<file path="config.mk">
export PLATFORM = sky130hd
export DESIGN_NAME = scsi_regif
export DESIGN_NICKNAME = d
export VERILOG_FILES = /design/src/rtl/scsi_regif.sv
export SDC_FILE = /design/constraint.sdc
export NUM_CORES = 1
export LEC_CHECK = 0
export CAP_MARGIN = 20
export CORE_ASPECT_RATIO = 0.75
export CORE_MARGIN = 2
export CORE_UTILIZATION = 47
export DETAILED_ROUTE_END_ITERATION = 8
export PLACE_DENSITY = 0.85
export SYNTH_ARGS = -nofsm -noshare
export SYNTH_HDL_FRONTEND = slang
export SYNTH_SLANG_ARGS = --single-unit
</file>
<file path="constraint.sdc">
create_clock -name clk -period 2.7 [get_ports clk]
set_input_delay 0.54 -clock clk [delete_from_list [all_inputs] [get_ports clk]]
set_output_delay 0.54 -clock clk [all_outputs]
set_load 0.03 [all_outputs]
</file>
<file path="src/rtl/scsi_regif.sv">
module scsi_regif (
  input  logic       clk,
  input  logic       rst_n,
  input  logic       cs,
  input  logic       wr,
  input  logic [2:0] addr,
  input  logic [7:0] wdata,
  output logic [7:0] rdata,
  input  logic [7:0] bus_data_i,
  input  logic       bus_rst_i,
  input  logic       bus_bsy_i,
  input  logic       bus_req_i,
  input  logic       bus_msg_i,
  input  logic       bus_cd_i,
  input  logic       bus_io_i,
  input  logic       bus_sel_i,
  input  logic       bus_dbp_i,
  input  logic       bus_atn_i,
  input  logic       bus_ack_i,
  input  logic       arb_busy_i,
  input  logic       arb_lost_i,
  input  logic       dma_end_i,
  input  logic       dma_req_i,
  input  logic       irq_set_i,
  output logic       irq_o,
  output logic       drv_rst,
  output logic       drv_bsy,
  output logic       drv_sel,
  output logic       drv_ack,
  output logic       drv_atn,
  output logic       drv_req,
  output logic       drv_msg,
  output logic       drv_cd,
  output logic       drv_io,
  output logic       drv_data_en,
  output logic [7:0] drv_data
);

  logic [7:0] out_byte;
  logic [7:0] mode_q;
  logic [3:0] phase_q;
  logic       cmd_rst, cmd_bsy, cmd_sel, cmd_ack, cmd_atn, cmd_den, test_q;
  logic       irq_q;

  wire wr_hit = cs && wr;
  wire rd_clr = cs && !wr && (addr == 3'd7);

  always_ff @(posedge clk or negedge rst_n) begin
    if (!rst_n) begin
      out_byte <= '0;
      mode_q   <= '0;
      phase_q  <= '0;
      {cmd_rst, test_q, cmd_ack, cmd_bsy, cmd_sel, cmd_atn, cmd_den} <= '0;
    end else if (wr_hit) begin
      case (addr)
        3'd0: out_byte <= wdata;
        3'd1: {cmd_rst, test_q, cmd_ack, cmd_bsy, cmd_sel, cmd_atn, cmd_den}
                <= {wdata[7:6], wdata[4:0]};
        3'd2: mode_q  <= wdata;
        3'd3: phase_q <= wdata[3:0];
        default: ;
      endcase
    end
  end

  always_ff @(posedge clk or negedge rst_n) begin
    if (!rst_n)         irq_q <= 1'b0;
    else if (irq_set_i) irq_q <= 1'b1;
    else if (rd_clr)    irq_q <= 1'b0;
  end

  wire live   = !test_q;
  wire target = mode_q[6];

  assign irq_o       = irq_q;
  assign drv_rst     = live & cmd_rst;
  assign drv_bsy     = live & cmd_bsy;
  assign drv_sel     = live & cmd_sel;
  assign drv_ack     = live & !target & cmd_ack;
  assign drv_atn     = live & !target & cmd_atn;
  assign drv_req     = live & target & phase_q[3];
  assign drv_msg     = live & target & phase_q[2];
  assign drv_cd      = live & target & phase_q[1];
  assign drv_io      = live & target & phase_q[0];
  assign drv_data_en = live & cmd_den;
  assign drv_data    = drv_data_en ? out_byte : 8'h00;

  wire phase_ok = (phase_q[2:0] == {bus_msg_i, bus_cd_i, bus_io_i});

  always_comb begin
    case (addr)
      3'd0: rdata = bus_data_i;
      3'd1: rdata = {cmd_rst, arb_busy_i, arb_lost_i, cmd_ack, cmd_bsy, cmd_sel, cmd_atn, cmd_den};
      3'd2: rdata = mode_q;
      3'd3: rdata = {4'h0, phase_q};
      3'd4: rdata = {bus_rst_i, bus_bsy_i, bus_req_i, bus_msg_i,
                     bus_cd_i, bus_io_i, bus_sel_i, bus_dbp_i};
      3'd5: rdata = {dma_end_i, dma_req_i, 1'b0, irq_q, phase_ok, 1'b0, bus_atn_i, bus_ack_i};
      default: rdata = 8'hFF;
    endcase
  end

  wire [10:0] drv_vec = {drv_rst, drv_bsy, drv_sel, drv_ack, drv_atn, drv_req,
                         drv_msg, drv_cd, drv_io, drv_data_en, |drv_data};

  p_test_quiet_r6: assert property (@(posedge clk) disable iff (!rst_n)
    (wr_hit && addr == 3'd1 && wdata[6]) |=> (drv_vec == 11'd0));

  p_target_no_ack_r4: assert property (@(posedge clk) disable iff (!rst_n)
    (wr_hit && addr == 3'd2 && wdata[6]) |=> (!drv_ack && !drv_atn));

  p_data_release_r5: assert property (@(posedge clk) disable iff (!rst_n)
    (wr_hit && addr == 3'd1 && !wdata[0]) |=> (!drv_data_en && drv_data == 8'h00));

  p_high_write_r11: assert property (@(posedge clk) disable iff (!rst_n)
    (wr_hit && addr[2] && !irq_set_i) |=> ($stable(drv_vec) && $stable(drv_data) && $stable(irq_o)));

  p_irq_set_r10: assert property (@(posedge clk) disable iff (!rst_n)
    irq_set_i |=> irq_o);

  p_irq_clear_r10: assert property (@(posedge clk) disable iff (!rst_n)
    (rd_clr && !irq_set_i) |=> !irq_o);

endmodule

</file>
==> summary.txt <==
Outcome - finished clean
Clock Tree Buf Depth - 2
Largest net degree at the start of global routing - 29
Routability Congestion - 0.881
CTS clock-pin slew for the worst setup and hold paths - 0.09 ns
WL final - 4590 um
Worst rel slew slack - 0.708
Worst reg2reg path endpoint - test_q$_DFFE_PN0P_
Die H - 56.2 um
Worst path slowest cell - clkdlybuf4s50_1
Drt via density - 5.56
Post-synth EDFFs - 0
Worst R2R Path Depth - 1
Worst hold path type - reg -> reg
Iter 0 DRT Violations - 84
Fmax - 379 MHz
Wire length of the first global-routing pass - 7430 um
Yosys top cell area share - 0.410
Synth Register Bits - 28
Pin slew with the least headroom to its limit - 0.437 ns
Row cnt - 18
DPL Wire Length - 3420 um
P_leak - 1.05 nW
CP arrival - 2.10 ns
Peak VDD IR - 374 uV
Crit. End Element - primary output
Max-slew violations - 0
Root buffer cell - clkbuf_8
Vias in the first global route - 1497
Worst skew pair latency - 0.27 ns
Final setup vio count - 0
Hold buffer count at cts - 0
Largest cells by area after synthesis - dfrtp_1, mux2_2, and2_1
Die area - 0.00414 sq mm
Post-DP Area - 0.00240 sq mm
CTS Buf Count - 3
RSZ-0062 raised after global routing - no
CP Launch Point - addr[2]
Reg2reg setup slack - 1.80 ns
Max Cap Viol - 0
FFs w/ async S/R, synth - 1.00
Initial antenna violation count - 0
Synth warnings - 0
Starting Density - 0.506
Port Buffers - 64
Via count - 1451
Crit path launch type - input port
Cell area after layout - 0.00253 sq mm
Worst path max stage delay - 0.42 ns
IO Pins - 65
Crit-path cells - clkdlybuf4s50_1 -> buf_6 -> buf_4 -> or3b_1 -> a21o_1 -> nand4_1 -> buf_4
DRC - 0
Post-synth cell types - 35
Final hold vios - 0
CTS sink cnt - 28
Critical Path RT - 2.16 ns
Final ANT Viol Nets - 0
Worst clock skew - 0 ns
Yosys top cell by area - dfrtp_1
Gr usage total - 0.233
FF-to-FF Start - test_q$_DFFE_PN0P_
Critical Path End - rdata[4]
Net Count, Synth - 188
FILL cells - 227
Final worst setup slack - 0.0603 ns
Most frequent cells after synthesis - mux2_2, dfrtp_1, and2_1, nor2b_1, nand3_1
Crit path time final - 2.64 ns
DP Worst Slack - -0.193 ns
Core box area - 0.00338 sq mm
Chip width - 73.7 um
Drt pass-1 iters - 4
Final worst-path cycle share - 0.978
Fin Setup TNS - 0 ns
Top-count cell post-synth - mux2_2
Routed len/inst - 17.6 um
CTS tree - yes
Syn_area_per_cell - 11.4 sq um
Crit path kind - in -> out
Post-Syn Instances - 150
Power Density - 592 mW/mm^2
Prevailing post-synth register cell - dfrtp_1
Mapped cell area - 0.00171 sq mm
Overflow after GRT - 0
Ant diodes - 0
Total Nets Final - 260
Share of cells above drive strength 1 - 0.281
Worst Path Max Fanout - 12
Number of H-tree levels - 1
Most common cell on crit path - buf_4
Post-synthesis to final-layout area growth - 47.8%
Post-synthesis sequential area ratio - 0.410
## routing by layer
metal / GRT usage / share of wire / vias to the layer above / routed length, um
met4: 0.0623 / 0.016 / 0 / 72
met1: 0.341 / 0.46 / 697 / 2130
met2: 0.356 / 0.45 / 66 / 2080
met3: 0.0362 / 0.069 / 7 / 318
li1: - / - / 681 / -
met5: 0 / 0 / - / 0
## through the flow
step	util	instances	hold WS, ns	power [mW]
3_3_place_gp	0.710	255	0.484	1.14
5_1_grt	0.748	261	0.535	1.57
2_1_floorplan	-	150	0.244	0.911
4_1_cts	0.744	260	0.513	1.50
6_report	0.748	261	0.508	1.50
3_5_place_dp	0.710	255	0.491	1.16
## flip-flops by register name, indices dropped and copies added (netlist names)
name,cells
out_byte,8
cmd_bsy,1
cmd_atn,1
test_q,1
phase_q,4
cmd_den,1
cmd_ack,1
irq_o,1
cmd_sel,1
cmd_rst,1
mode_q,8
## critical path: cells and delay by family
kind	cells	cell delay [ns]
compound gates	1	0.18
simple gates	2	0.47
buf+inv	4	0.91
## what timing repair did
action	CTS	global route
cloned	1	0
endpoints found under the setup margin	3	10
buffers inserted	0	1
resized for setup	5	2
## cell families (layout without fill, tap and decap cells)
kind of cell,Yosys count,after routing,synth area share
compound gates,18,18,0.0680
xor+xnor,3,3,0.0154
buf+inv,10,81,0.0366
flops,28,28,0.410
mux,35,35,0.243
simple gates,56,56,0.228
## where the power goes
part	internal, mW	switching (mW)
registers	0.513	0.0818
logic	0.297	0.278
clock network	0.198	0.127
## cell type report
class,count,area (sq um),area share
clock inverter,1,30.0,0.0119
timing repair buffer,76,752,0.298
clock buffer,3,41.3,0.0163
tap,40,50.0,0.0198
multi-input combinational,112,950,0.376
inverter,1,3.75,0.00149
sequential,28,701,0.277
## worst min-delay path by stage
| stage | start | end | slack, ns | cells after the start |
|---|---|---|---|---|
| 6_report | out_byte[2]$_DFFE_PN0P_ | out_byte[2]$_DFFE_PN0P_ | 0.51 | 1 |
| 5_1_grt | out_byte[0]$_DFFE_PN0P_ | out_byte[0]$_DFFE_PN0P_ | 0.53 | 1 |
| 4_1_cts | out_byte[4]$_DFFE_PN0P_ | out_byte[4]$_DFFE_PN0P_ | 0.51 | 1 |
| 3_5_place_dp | out_byte[6]$_DFFE_PN0P_ | out_byte[6]$_DFFE_PN0P_ | 0.49 | 1 |
| 3_3_place_gp | out_byte[4]$_DFFE_PN0P_ | out_byte[4]$_DFFE_PN0P_ | 0.48 | 1 |
| 2_1_floorplan | rst_n | cmd_ack$_DFFE_PN0P_ | 0.24 | 0 |
## cells in the final DEF (no fill, tap or decap), types with 2 or more instances in the layout
| cell type | n |
|---|---|
| clkdlybuf4s50_1 | 55 |
| mux2_2 | 29 |
| dfrtp_1 | 28 |
| buf_4 | 16 |
| and2_1 | 12 |
| nor2b_1 | 11 |
| nand3_1 | 6 |
| o21ai_0 | 5 |
| mux2i_1 | 4 |
| nor2_1 | 4 |
| a21oi_1 | 4 |
| a21o_1 | 4 |
| nand2_1 | 4 |
| nand4_1 | 4 |
| xor2_1 | 3 |
| clkbuf_8 | 3 |
| a22oi_1 | 2 |
| or3b_2 | 2 |
| nor3b_1 | 2 |
| nor3_4 | 2 |
| dlygate4sd2_1 | 2 |
Power figures use the tool's default switching activity.
